--- config.mk ---
export PLATFORM = sky130hd
export DESIGN_NAME = pit_channel
export DESIGN_NICKNAME = d
export VERILOG_FILES = /design/src/rtl/pit_pkg.sv /design/src/rtl/pit_seq.sv /design/src/rtl/pit_count.sv /design/src/rtl/pit_wave.sv /design/src/rtl/pit_channel.sv
export SDC_FILE = /design/constraint.sdc
export NUM_CORES = 1
export LEC_CHECK = 0
export ABC_AREA = 1
export BUFFER_PORTS_ARGS = -buffer_cell sky130_fd_sc_hd__buf_2
export CAP_MARGIN = 20
export CORE_MARGIN = 1
export CORE_UTILIZATION = 55
export CTS_BUF_LIST = sky130_fd_sc_hd__clkbuf_8
export DETAILED_ROUTE_END_ITERATION = 10
export GPL_TIMING_DRIVEN = 0
export MAX_ROUTING_LAYER = met4
export PLACE_DENSITY = 0.73
export SETUP_SLACK_MARGIN = 0.02
export SLEW_MARGIN = 20
export SYNTH_ARGS = -nofsm -noshare
export SYNTH_HDL_FRONTEND = slang
export SYNTH_SLANG_ARGS = --single-unit
--- constraint.sdc ---
create_clock -name clk -period 9 [get_ports clk]
set_input_delay 0.45 -clock clk [delete_from_list [all_inputs] [get_ports clk]]
set_output_delay 0.45 -clock clk [all_outputs]
set_load 0.005 [all_outputs]
--- src/rtl/pit_pkg.sv ---
package pit_pkg;

  typedef enum logic [2:0] {
    M_TC_INT    = 3'd0,
    M_ONESHOT   = 3'd1,
    M_RATE      = 3'd2,
    M_SQUARE    = 3'd3,
    M_SW_STROBE = 3'd4,
    M_HW_STROBE = 3'd5
  } pit_mode_e;

  // codes 6 and 7 fold onto the periodic modes
  function automatic pit_mode_e fold_mode(input logic [2:0] code);
    case (code)
      3'd6:    return M_RATE;
      3'd7:    return M_SQUARE;
      default: return pit_mode_e'(code);
    endcase
  endfunction

  function automatic logic is_periodic(input pit_mode_e m);
    return (m == M_RATE) || (m == M_SQUARE);
  endfunction

  function automatic logic is_retrig(input pit_mode_e m);
    return (m == M_ONESHOT) || (m == M_RATE) || (m == M_SQUARE) || (m == M_HW_STROBE);
  endfunction

  function automatic logic is_gated(input pit_mode_e m);
    return (m == M_TC_INT) || (m == M_RATE) || (m == M_SQUARE) || (m == M_SW_STROBE);
  endfunction

endpackage

--- src/rtl/pit_seq.sv ---
module pit_seq
  import pit_pkg::*;
(
  input  logic      clk,
  input  logic      rst_n,
  input  logic      tick_en,
  input  logic      gate_in,
  input  logic      load_stb,
  input  logic [2:0] load_mode,
  input  logic      load_bcd,
  input  logic      count_one,
  output pit_mode_e mode_q,
  output logic      bcd_q,
  output logic      running_q,
  output logic      done_q,
  output logic      pulse_q,
  output logic      restart_ev,
  output logic      start_ev,
  output logic      dec_ev,
  output logic      reload_ev,
  output logic      tc_ev
);

  logic armed_q;
  logic gate_q;
  logic gate_rise;
  logic gate_ok;

  assign gate_rise  = tick_en && gate_in && !gate_q;
  assign restart_ev = !load_stb && gate_rise && is_retrig(mode_q);
  assign start_ev   = !load_stb && !restart_ev && tick_en && armed_q && !running_q;
  assign gate_ok    = gate_in || !is_gated(mode_q);
  assign dec_ev     = !load_stb && !restart_ev && tick_en && running_q && gate_ok;
  assign reload_ev  = dec_ev && is_periodic(mode_q) && count_one;
  assign tc_ev      = dec_ev && !is_periodic(mode_q) && count_one && !done_q;

  always_ff @(posedge clk or negedge rst_n) begin
    if (!rst_n) begin
      mode_q    <= M_TC_INT;
      bcd_q     <= 1'b0;
      armed_q   <= 1'b0;
      running_q <= 1'b0;
      done_q    <= 1'b0;
      pulse_q   <= 1'b0;
      gate_q    <= 1'b1;
    end else begin
      if (tick_en) gate_q <= gate_in;
      if (load_stb) begin
        mode_q    <= fold_mode(load_mode);
        bcd_q     <= load_bcd;
        armed_q   <= 1'b1;
        running_q <= 1'b0;
        done_q    <= 1'b0;
        pulse_q   <= 1'b0;
      end else if (restart_ev) begin
        running_q <= 1'b0;
        done_q    <= 1'b0;
        pulse_q   <= 1'b0;
      end else begin
        if (start_ev) running_q <= 1'b1;
        if (tc_ev)    done_q    <= 1'b1;
        if (tick_en)  pulse_q   <= tc_ev;
      end
    end
  end

  // the strobe pulse lasts a single tick
  a_r8_one_tick_pulse: assert property (@(posedge clk) disable iff (!rst_n)
    (pulse_q && tick_en) |=> !pulse_q);

  // a restart returns to the not-started state
  a_r10_restart_idle: assert property (@(posedge clk) disable iff (!rst_n)
    restart_ev |=> !running_q);

  // nothing counts before the first load
  a_r1_idle_until_load: assert property (@(posedge clk) disable iff (!rst_n)
    !armed_q |-> !running_q && !dec_ev);

endmodule

--- src/rtl/pit_count.sv ---
module pit_count #(
  parameter int NDIG = 4
) (
  input  logic              clk,
  input  logic              rst_n,
  input  logic              load_stb,
  input  logic [4*NDIG-1:0] load_value,
  input  logic              bcd_q,
  input  logic              restart_ev,
  input  logic              reload_ev,
  input  logic              dec_ev,
  output logic [4*NDIG-1:0] count_q,
  output logic [4*NDIG-1:0] init_q
);

  localparam int W = 4 * NDIG;

  logic [W-1:0] bin_next;
  logic [W-1:0] bcd_next;
  logic [W-1:0] dec_next;
  logic [NDIG:0] borrow;

  assign bin_next  = count_q - W'(1);
  assign borrow[0] = 1'b1;

  // decimal borrow chain, one stage per digit
  for (genvar g = 0; g < NDIG; g++) begin : g_digit
    logic [3:0] dig;
    assign dig           = count_q[4*g +: 4];
    assign borrow[g+1]   = borrow[g] && (dig == 4'd0);
    assign bcd_next[4*g +: 4] = !borrow[g] ? dig :
                                (dig == 4'd0) ? 4'd9 : dig - 4'd1;
  end

  assign dec_next = bcd_q ? bcd_next : bin_next;

  always_ff @(posedge clk or negedge rst_n) begin
    if (!rst_n) begin
      count_q <= '0;
      init_q  <= '0;
    end else if (load_stb) begin
      count_q <= load_value;
      init_q  <= load_value;
    end else if (restart_ev || reload_ev) begin
      count_q <= init_q;
    end else if (dec_ev) begin
      count_q <= dec_next;
    end
  end

  // the loaded value always appears
  a_r13_load_value: assert property (@(posedge clk) disable iff (!rst_n)
    load_stb |=> count_q == $past(load_value));

  // reload and restart bring back the initial count
  a_r6_reload: assert property (@(posedge clk) disable iff (!rst_n)
    (reload_ev || restart_ev) && !load_stb |=> count_q == $past(init_q));

  // without an event the count holds
  a_r2_hold: assert property (@(posedge clk) disable iff (!rst_n)
    !load_stb && !restart_ev && !reload_ev && !dec_ev |=> $stable(count_q));

  // binary wrap
  a_r3_bin_wrap: assert property (@(posedge clk) disable iff (!rst_n)
    dec_ev && !bcd_q && count_q == '0 |=> count_q == '1);

  // decimal wrap
  a_r4_bcd_wrap: assert property (@(posedge clk) disable iff (!rst_n)
    dec_ev && bcd_q && count_q == '0 |=> count_q == {NDIG{4'h9}});

endmodule

--- src/rtl/pit_wave.sv ---
module pit_wave
  import pit_pkg::*;
#(
  parameter int NDIG = 4
) (
  input  logic              clk,
  input  logic              rst_n,
  input  pit_mode_e         mode_q,
  input  logic              bcd_q,
  input  logic              running_q,
  input  logic              done_q,
  input  logic              pulse_q,
  input  logic              gate_in,
  input  logic [4*NDIG-1:0] count_q,
  input  logic [4*NDIG-1:0] init_q,
  output logic              out_o
);

  localparam int W = 4 * NDIG;
  localparam logic [W:0] FULL_BIN = (W+1)'(1) << W;
  localparam logic [W:0] FULL_BCD = (W+1)'(10 ** NDIG);

  // count value in ticks, zero meaning one full turn
  function automatic logic [W:0] ticks_of(input logic [W-1:0] v, input logic dec);
    logic [W:0] acc;
    if (v == '0) return dec ? FULL_BCD : FULL_BIN;
    if (!dec) return {1'b0, v};
    acc = '0;
    for (int i = NDIG - 1; i >= 0; i--)
      acc = acc * (W+1)'(10) + (W+1)'(v[4*i +: 4]);
    return acc;
  endfunction

  logic square_high;
  assign square_high = ticks_of(count_q, bcd_q) > (ticks_of(init_q, bcd_q) >> 1);

  always_comb begin
    case (mode_q)
      M_TC_INT, M_ONESHOT: out_o = running_q ? done_q : (mode_q != M_TC_INT);
      M_RATE:              out_o = !gate_in || !running_q || (count_q != W'(1));
      M_SQUARE:            out_o = !gate_in || !running_q || square_high;
      default:             out_o = !pulse_q;
    endcase
  end

  // level before counting starts
  a_r9_prestart_level: assert property (@(posedge clk) disable iff (!rst_n)
    !running_q |-> (out_o == (mode_q != M_TC_INT)));

  // low gate holds periodic outputs high
  a_r11_gate_high_out: assert property (@(posedge clk) disable iff (!rst_n)
    is_periodic(mode_q) && !gate_in |-> out_o);

  // once terminal count passed, modes 0/1 stay high
  a_r5_stays_high: assert property (@(posedge clk) disable iff (!rst_n)
    (mode_q == M_TC_INT || mode_q == M_ONESHOT) && running_q && done_q |-> out_o);

endmodule

--- src/rtl/pit_channel.sv ---
module pit_channel
  import pit_pkg::*;
#(
  parameter int NDIG = 4
) (
  input  logic              clk,
  input  logic              rst_n,
  input  logic              tick_en,
  input  logic              gate_in,
  input  logic              load_stb,
  input  logic [4*NDIG-1:0] load_value,
  input  logic [2:0]        load_mode,
  input  logic              load_bcd,
  output logic [4*NDIG-1:0] count_o,
  output logic              out_o
);

  localparam int W = 4 * NDIG;

  pit_mode_e    mode_q;
  logic         bcd_q, running_q, done_q, pulse_q;
  logic         restart_ev, start_ev, dec_ev, reload_ev, tc_ev;
  logic [W-1:0] count_q, init_q;
  logic         count_one;

  assign count_one = (count_q == W'(1));
  assign count_o   = count_q;

  pit_seq u_seq (
    .clk(clk), .rst_n(rst_n), .tick_en(tick_en), .gate_in(gate_in),
    .load_stb(load_stb), .load_mode(load_mode), .load_bcd(load_bcd),
    .count_one(count_one), .mode_q(mode_q), .bcd_q(bcd_q),
    .running_q(running_q), .done_q(done_q), .pulse_q(pulse_q),
    .restart_ev(restart_ev), .start_ev(start_ev), .dec_ev(dec_ev),
    .reload_ev(reload_ev), .tc_ev(tc_ev)
  );

  pit_count #(.NDIG(NDIG)) u_count (
    .clk(clk), .rst_n(rst_n), .load_stb(load_stb), .load_value(load_value),
    .bcd_q(bcd_q), .restart_ev(restart_ev), .reload_ev(reload_ev),
    .dec_ev(dec_ev), .count_q(count_q), .init_q(init_q)
  );

  pit_wave #(.NDIG(NDIG)) u_wave (
    .clk(clk), .rst_n(rst_n), .mode_q(mode_q), .bcd_q(bcd_q),
    .running_q(running_q), .done_q(done_q), .pulse_q(pulse_q),
    .gate_in(gate_in), .count_q(count_q), .init_q(init_q), .out_o(out_o)
  );

  // the start tick never decrements
  a_r2_start_no_dec: assert property (@(posedge clk) disable iff (!rst_n)
    start_ev |=> count_o == $past(count_o));

  // terminal count in strobe modes drives the pin low
  a_r8_tc_low: assert property (@(posedge clk) disable iff (!rst_n)
    tc_ev && (mode_q == M_SW_STROBE || mode_q == M_HW_STROBE) |=> !out_o);

endmodule

# After elaboration in Yosys (flattened, before gate mapping)
# Cells that the tools add are included.
[word_totals] elab_cells=133 regBits=41 in_bits=25
[op_classes] order_cmp=1 n_mux=37 n_reduce_logical=54 n_eq_ne=12 n_addsub=11 multipliers=6
[ops] op="17-bit 2-to-1 mux" n=9
[ops] op="17-bit by 4-bit adder with 17-bit output" n=6
[ops] op="17-bit by 3-bit multiplier with 16-bit output, second input constant" n=4
[ops] op="16-bit 2-to-1 mux" n=4
[ops] op="16-bit zero test" n=2
[ops] op="4-bit 2-to-1 mux" n=7
[ops] op="17-bit by 16-bit greater-than comparator with 1-bit output" n=1
[ops] op="1-bit logical AND" n=17
[ops] op="16-bit by 1-bit == test with 1-bit output, second input constant" n=1
[ops] op="4-bit zero test" n=4
[ops] op="16-bit by 1-bit inequality test with 1-bit output, second input constant" n=1
[ops] op="16-bit by 1-bit subtractor with 16-bit output, second input constant" n=1
[ops] op="4-bit by 1-bit subtractor with 4-bit output, second input constant" n=4
[ops] op="1-bit 2-to-1 mux" n=15
[ops] op="3-bit nonzero test" n=5
[ops] op="4-bit by 3-bit multiplier with 7-bit output, second input constant" n=2
[ops] op="3-bit == test, second input constant" n=4
[ops] op="1-bit logical OR" n=12
[ops] op="4-bit by 2-bit inequality test with 1-bit output, second input constant" n=3
[ops] op="1-bit zero test" n=9
[ops] op="3-bit by 2-bit == test with 1-bit output, second input constant" n=2
[ops] op="3-bit one-hot mux with 2 select lines" n=1
[ops] op="2-bit AND reduction" n=3
[ops] op="3-bit by 1-bit == test with 1-bit output, second input constant" n=1
[ops] op="other kinds (3)" n=3

# Logic depth before layout (Yosys ltp)
# Gate-level depths: netlist of the first run.
[logic_depth] word_depth=16 depth_mapped=49

# Hierarchy
# Synthesis of the first run repeated with hierarchy kept, for this count alone.
[unflattened] hier_cells=1230 area_unflattened_um2=7699.9
[by_module_without_submodules] module="pit_wave" cells_each=842 area_each_um2=5093.6 seq_area_each_um2=0.0 instances=1
[by_module_without_submodules] module="pit_count" cells_each=300 area_each_um2=2047.0 seq_area_each_um2=800.8 instances=1
[by_module_without_submodules] module="pit_seq" cells_each=58 area_each_um2=446.7 seq_area_each_um2=226.5 instances=1
[by_module_without_submodules] module="pit_channel" cells_each=30 area_each_um2=112.6 seq_area_each_um2=0.0 instances=1

# Least setup slack after synthesis of the first run
# No wires, ideal clock.
[synth_path] path_kind="reg-to-output" start="reg u_count.init_q[15]" end="out out_o" arrival_ns=6.058 required_time_ns=8.550 path_stages_with_launch=46 slack_ns=2.492 cell_sequence="dfrtp_1 > ha_1 > ha_1 > inv_1 > fa_1 > nor2_1 > xor2_1 > ha_1 > ha_1 > nand2_1 > nand2_1 > a31oi_1 > inv_1 > a21oi_1 > o21ai_0 > xor2_1 > inv_1 > nor2_1 > (+10 left out) > xor2_1 > nand2_1 > o21ai_1 > ha_1 > nand2_1 > nor2_1 > nor2_1 > nand3_1 > nand2_1 > nand2_1 > nand2_1 > nand2_1 > a21oi_1 > nand2_1 > nand2_1 > nand2_1 > nand2_1 > nand2_1"
[synth_between] elab_chain_cells=11
[synth_rtl] item="start: declaration" line_no="pit_count.sv:13" source="output logic [4*NDIG-1:0] init_q"
[synth_rtl] item="start signal: assignment" line_no="pit_count.sv:43" source="init_q <= load_value;"
[synth_rtl] item="4-bit by 3-bit multiplier with 7-bit output" line_no="pit_wave.sv:30" source="acc = acc * (W+1)'(10) + (W+1)'(v[4*i +: 4]);"
[synth_rtl] item="17-bit by 4-bit adder with 17-bit output" line_no="pit_wave.sv:30"
[synth_rtl] item="17-bit by 3-bit multiplier with 16-bit output" line_no="pit_wave.sv:30"
[synth_rtl] item="17-bit by 4-bit adder with 17-bit output" line_no="pit_wave.sv:30"
[synth_rtl] item="17-bit by 3-bit multiplier with 16-bit output" line_no="pit_wave.sv:30"
[synth_rtl] item="17-bit by 4-bit adder with 17-bit output" line_no="pit_wave.sv:30"
[synth_rtl] item="17-bit 2-to-1 mux" line_no="pit_wave.sv:28" source="acc = '0;"
[synth_rtl] item="17-bit 2-to-1 mux (*)" line_no="pit_wave.sv:27" source="if (!dec) return {1'b0, v};"
[synth_rtl] item="17-bit by 16-bit greater-than comparator with 1-bit output (*)" line_no="pit_wave.sv:35" source="assign square_high = ticks_of(count_q, bcd_q) > (ticks_of(init_q, bcd_q) >> 1);"
[synth_rtl] item="1-bit logical OR (*)" line_no="pit_wave.sv:41" source="M_SQUARE: out_o = !gate_in || !running_q || square_high;"
[synth_rtl] item="1-bit one-hot mux with 3 select lines (*)" line_no="pit_wave.sv:38" source="case (mode_q)"
[synth_rtl] item="end: declaration" line_no="pit_channel.sv:15" source="output logic out_o"
# Mark *: on every way between the ends. The rest lies on a longest branch, timed or not.

# Final worst setup path of the first run
[layout_path] start="reg u_count.init_q[12]" end="out out_o"
# Same word-level chain as after synthesis.

==> flow_summary.json, run 1 <==
{
  "ctsHtreeMaxLevel": 2,
  "cts_buffers": 5,
  "ios": 42,
  "grt_pass1_wl_um": 30300,
  "ys.flop_type": "dfrtp_1",
  "wl_per_cell_um": 14.1,
  "groute.usage.overall_pct": 29.1,
  "outcome": "complete, no violations",
  "fmax_ghz": 0.124,
  "antenna_found_initial": 0,
  "syn_avg_cell_area_um2": 6.61,
  "cap_violations": 0,
  "cts_tree": "built",
  "ys_warn_count": 0,
  "route.detailed.drc": 0,
  "clk_pin_slew_ns": 0.08,
  "dr.pass1.iters": 5,
  "timing.hold.ws_ns": 0.268,
  "critPathRequiredTime_ns": 8.55,
  "ctsLongestPathBuffers": 2,
  "start_util_pct": 56.7,
  "cts_root_buffer": "clkbuf_8",
  "final.min_clock_period_ns": 8.06,
  "synth_area_um2": 7220,
  "area_growth_pct": 7.12,
  "rsz0062_at_grt": "false",
  "finalSetupViolCount": 0,
  "layout_common_cells": "258 x nand2_1, 180 x inv_1, 114 x ha_1",
  "synthArstFlopShare_pct": 100,
  "fillers": 1303,
  "post_cts_buffers": 0,
  "slew_viol_final": 0,
  "critPathLaunchType": "flip-flop",
  "viasPerCell": 5.48,
  "synth_edf_count": 0,
  "std_cell_rows": 41,
  "period_share_pct": 89.5,
  "clk_latency_ns": 0.30,
  "die_width_um": 117,
  "final_common_cell": "nand2_1",
  "nNetsFinal": 1293,
  "tightest_slew_ns": 0.926,
  "cp_max_fo": 5,
  "final-seq-area_um2": 1030,
  "cts_sinks": 41,
  "ant_nets": 0,
  "die_area_um2": 13600,
  "crit_top_cell": "nand2_1",
  "hold_class": "primary input to async pin",
  "drive_above_1_share_pct": 8.49,
  "die_h_um": 117,
  "grt_max_degree": 42,
  "coreArea_um2": 12700,
  "slowest_delay_ns": 0.47,
  "diodes": 0,
  "drt_iter0_drc": 477,
  "grt_overflow": 0,
  "multi_input_area_um2": 5410,
  "ys_seq_area_share_pct": 14.2,
  "dp_hpwl_um": 15500,
  "worst-endpoint-arrival_ns": 7.61,
  "end_kind": "output port",
  "cts_resized": 0,
  "slowest_stage": "dfrtp_1",
  "vias": 7199,
  "ys_ff_latch": 41,
  "place.gp.congestion": 0.933,
  "critPathKind": "flip-flop to output port",
  "portBuffers": 41,
  "hold_viol": 0,
  "grt_pass1_vias": 6501,
  "syn_inst": 1093,
  "relSlewSlack_pct": 38.3,
  "totalWireLength_um": 18500,
  "yosys.cell_types.count": 51,
  "final.setup_skew_ns": 0.00198,
  "tns_ns": 0,
  "ctsHoldBuffers": 0,
  "postLayoutCoreUtil_pct": 60.8
}
[worst paths after layout]
kind,from,end,slack [ns],cells past startpoint
max,u_count.init_q[12],out_o,0.94,48
min,rst_n,u_count.init_q[14],0.27,1
max reg2reg,u_count.count_q[9],u_count.count_q[13],6.53,12
min reg2reg,u_seq.armed_q,u_seq.armed_q,0.46,2
max in group asynchronous,rst_n,u_count.count_q[7],8.14,1
min in group clk,load_mode[0],u_seq.mode_q[0],0.35,3
[per-stage QoR]
stage / cells / area (µm²) / worst slack, ns
final: 1314 / 7730 / 0.943
after global routing: 1314 / 7730 / 0.0729
after CTS: 1314 / 7730 / 0.926
after detailed placement: 1307 / 7640 / 1.27
after global placement: 1307 / 7640 / 1.40
after floorplan: 1094 / 7220 / 2.49
[critical path, delay by kind of cell, from the launching register on]
| kind | cells | cell delay (ns) |
|---|---|---|
| adder cells (fa/ha/maj) | 6 | 1.95 |
| AND/OR/NAND/NOR | 26 | 2.22 |
| flip-flops | 1 | 0.47 |
| XOR/XNOR | 4 | 1.08 |
| AO/OA/AOI/OAI | 8 | 1.17 |
| buffers and inverters | 4 | 0.41 |
[cell type report]
cell class	instances	area share, %
multi-input combinational	847	70.0
sequential	41	13.3
inverter	192	9.32
tap	172	2.78
timing repair buffer	41	2.65
clock buffer	6	1.07
buffer	14	0.809
clock inverter	1	0.0971
[cells by family after synthesis]
kind of cell               count (synthesis)  share of synthesized area [%]
and+or+nand+nor                          463                           28.0
buffers and inverters                    206                           10.8
AOI/OAI and AO/OA                        191                           15.5
adders and majority gates                126                           23.1
xor gates and xnor gates                  65                           8.20
DFF                                       41                           14.2
other                                      1                         0.0519
[synthesized netlist by cell type, types with 12 or more instances]
cell	number	area (µm²)
nor2_1	91	342
o21ai_1	16	80.1
xnor2_1	21	184
nand4_1	18	113
ha_1	114	1430
nand2_1	258	968
xor2_1	41	359
nand3_1	47	235
a31oi_1	12	75.1
inv_1	180	676
fa_1	12	240
dfrtp_1	40	1000
o21ai_0	66	330
a21oi_1	44	220
[layer usage]
metal  track usage (%)  part of all wire, %  up-vias
li1                  -                    -     3680
met1              39.6                   49     3274
met2              46.2                   43      211
met3              2.44                  5.5       34
met4              8.10                  2.3        0
met5                 -                    0        -
[state kept, by name, summed over array words and instances, names as in the netlist]
register and flops:
u_count.count_q 16, u_count.init_q 16, u_seq.armed_q 1, u_seq.bcd_q 1, u_seq.done_q 1, u_seq.gate_q 1
u_seq.mode_q 3, u_seq.pulse_q 1, u_seq.running_q 1
Power of run 1 is left out: the tool's default activity adds up to more than one toggle a clock period on the data nets, which glitch-free logic cannot reach.
==> run 2: changes to the inputs <==
--- a/config.mk
+++ b/config.mk
@@ -5,7 +5,6 @@
 export SDC_FILE = /design/constraint.sdc
 export NUM_CORES = 1
 export LEC_CHECK = 0
-export ABC_AREA = 1
 export BUFFER_PORTS_ARGS = -buffer_cell sky130_fd_sc_hd__buf_2
 export CAP_MARGIN = 20
 export CORE_MARGIN = 1
==> run 2 against run 1 <==
Fmax decreased by 4.1%. Global-route usage grew 0.73 points. Die area down 2.7%. Core utilization rose by 0.91 points. Final cell count fell by 17%. Register-to-register slack got worse by 0.27 ns. Critical path type unchanged. Largest cell class unchanged.
==> flow_summary.json, run 2 <==
{
  "cap_violations": 0,
  "end_kind": "output port",
  "ctsLongestPathBuffers": 2,
  "layout_common_cells": "114 x ha_1, 66 x o21ai_0, 65 x inv_1",
  "place.gp.congestion": 0.943,
  "synth_compound_area_share_pct": 23.2,
  "ys.flop_type": "dfrtp_1",
  "die_area_um2": 13200,
  "final.setup_skew_ns": 0.0149,
  "relSlewSlack_pct": 36.7,
  "slew_viol_final": 0,
  "r2r_slack_ns": 6.26,
  "syn_inst": 867,
  "period_share_pct": 93.3,
  "grt_overflow": 0,
  "synthTopCellsByCount": "114 x ha_1, 66 x o21ai_0, 63 x inv_1",
  "start_util_pct": 57.5,
  "totalWireLength_um": 18500,
  "grt_pass1_wl_um": 30500,
  "tns_ns": 0,
  "antenna_found_initial": 0,
  "viasPerCell": 6.09,
  "r2r_end": "u_count.count_q[14]",
  "grt_max_degree": 42,
  "synthTopCellsByArea": "ha_1 20%, dfrtp_1 14%, xnor2_1 6.2%, o21ai_0 4.7%, xor2_1 3.9%",
  "synth_most_common_cell": "ha_1",
  "r2r_cells": 11,
  "synthXorXnorAreaFrac_pct": 10.3,
  "synth-adder-area-share_pct": 23.7,
  "synth_edf_count": 0,
  "final_common_cell": "ha_1",
  "slowest_stage": "dfrtp_1",
  "cp_max_fo": 10,
  "std_cell_rows": 40,
  "finalSetupViolCount": 0,
  "grt_pass1_vias": 6290,
  "wl_per_cell_um": 17.0,
  "cts_root_buffer": "clkbuf_8",
  "route.detailed.drc": 0,
  "reg2reg_from": "u_count.count_q[1]",
  "ys_warn_count": 0,
  "hold_viol": 0,
  "ant_nets": 0,
  "ctsHtreeMaxLevel": 2,
  "fillers": 1154,
  "vias": 6608,
  "outcome": "complete, no violations",
  "drive_above_1_share_pct": 10.1,
  "die_h_um": 115,
  "synth_top_area_share_pct": 20.3,
  "top_regs": "u_count.count_q (16), u_count.init_q (16), u_seq.mode_q (3)",
  "slowest_delay_ns": 0.60,
  "critPathLaunchType": "flip-flop",
  "critPathRequiredTime_ns": 8.55,
  "critPathKind": "flip-flop to output port",
  "syn_avg_cell_area_um2": 8.10,
  "synth_top_family_by_area": "adder cells",
  "drt_iter0_drc": 443,
  "final.min_clock_period_ns": 8.40,
  "worst-endpoint-arrival_ns": 7.95,
  "cts_sinks": 41,
  "dp_slack_ns": 0.857,
  "synthArstFlopShare_pct": 100,
  "coreArea_um2": 12200,
  "cts_buffers": 5,
  "diodes": 0,
  "die_width_um": 115,
  "ctsHoldBuffers": 0,
  "cts_tree": "built",
  "groute.usage.overall_pct": 29.8,
  "tightest_slew_ns": 0.949,
  "synth_area_um2": 7020,
  "dp_hpwl_um": 14900,
  "yosys.cell_types.count": 79,
  "ys_seq_area_share_pct": 14.6,
  "synthSimpleGateAreaFrac_pct": 19.7,
  "ys_ff_latch": 41,
  "portBuffers": 41,
  "rsz0062_at_grt": "false",
  "dr.pass1.iters": 6,
  "crit_top_cell": "ha_1",
  "nNetsFinal": 1067,
  "synth.mux.area_fraction_pct": 3.17,
  "clk_pin_slew_ns": 0.09,
  "synth_top_area_cell": "ha_1",
  "area_growth_pct": 7.34,
  "ios": 42,
  "clk_latency_ns": 0.30,
  "setup_slack_ns": 0.600,
  "fmax_ghz": 0.119,
  "hold_class": "primary input to async pin"
}
-- run 2: worst max-delay path: cells and delay by family (launching register included) --
kind | cells | cell delay [ns]
fa+ha+maj | 8 | 2.60
simple gates | 10 | 1.56
compound gates | 8 | 1.50
xor+xnor | 4 | 1.19
flops | 1 | 0.60
buf+inv | 2 | 0.23
-- run 2: timing repair --
item,4_1_cts,5_1_grt
buffers inserted,0,0
resized for setup,0,2
setup endpoints to repair,0,1
-- run 2: worst max-delay path by stage --
| stage | start | endpoint | slack, ns | cells after the start |
|---|---|---|---|---|
| finish | u_count.count_q[13] | out_o | 0.60 | 32 |
| global route | u_count.count_q[13] | out_o | 0.08 | 32 |
| CTS | u_count.count_q[13] | out_o | 0.50 | 32 |
| detailed placement | u_count.count_q[13] | out_o | 0.86 | 32 |
| global placement | u_count.count_q[13] | out_o | 0.88 | 32 |
| floorplan | u_count.count_q[13] | out_o | 2.08 | 31 |
-- run 2: kinds of logic after synthesis --
| family | after synthesis |
|---|---|
| AND/OR/NAND/NOR | 260 |
| AO/OA/AOI/OAI | 246 |
| adder cells (fa/ha/maj) | 126 |
| buffers and inverters | 90 |
| XOR/XNOR | 82 |
| flip-flops | 41 |
| multiplexers | 21 |
| other | 1 |
-- run 2: per-layer routing --
metal	part of all wire, %	track usage, %
met5	0	-
met2	45	46.7
met3	6.2	3.74
met4	2.1	7.36
met1	47	40.8
-- run 2: final cells by class --
class	count	area (µm²)	area share, %
clock buffer	5	68.8	0.913
sequential	41	1030	13.6
buffer	27	126	1.68
tap	168	210	2.79
multi-input combinational	737	5650	74.9
timing repair buffer	41	205	2.72
clock inverter	3	15.0	0.199
inverter	63	236	3.14
-- run 2: stage by stage --
step	hold WS [ns]	instance area [µm²]	util [%]	cells
3_5_place_dp	0.452	7440	60.9	1077
6_report	0.291	7530	61.7	1085
3_3_place_gp	0.457	7440	60.9	1077
4_1_cts	0.317	7520	61.6	1085
2_1_floorplan	0.154	7020	-	868
5_1_grt	0.359	7530	61.7	1085
Power of run 2 is left out for the same reason.
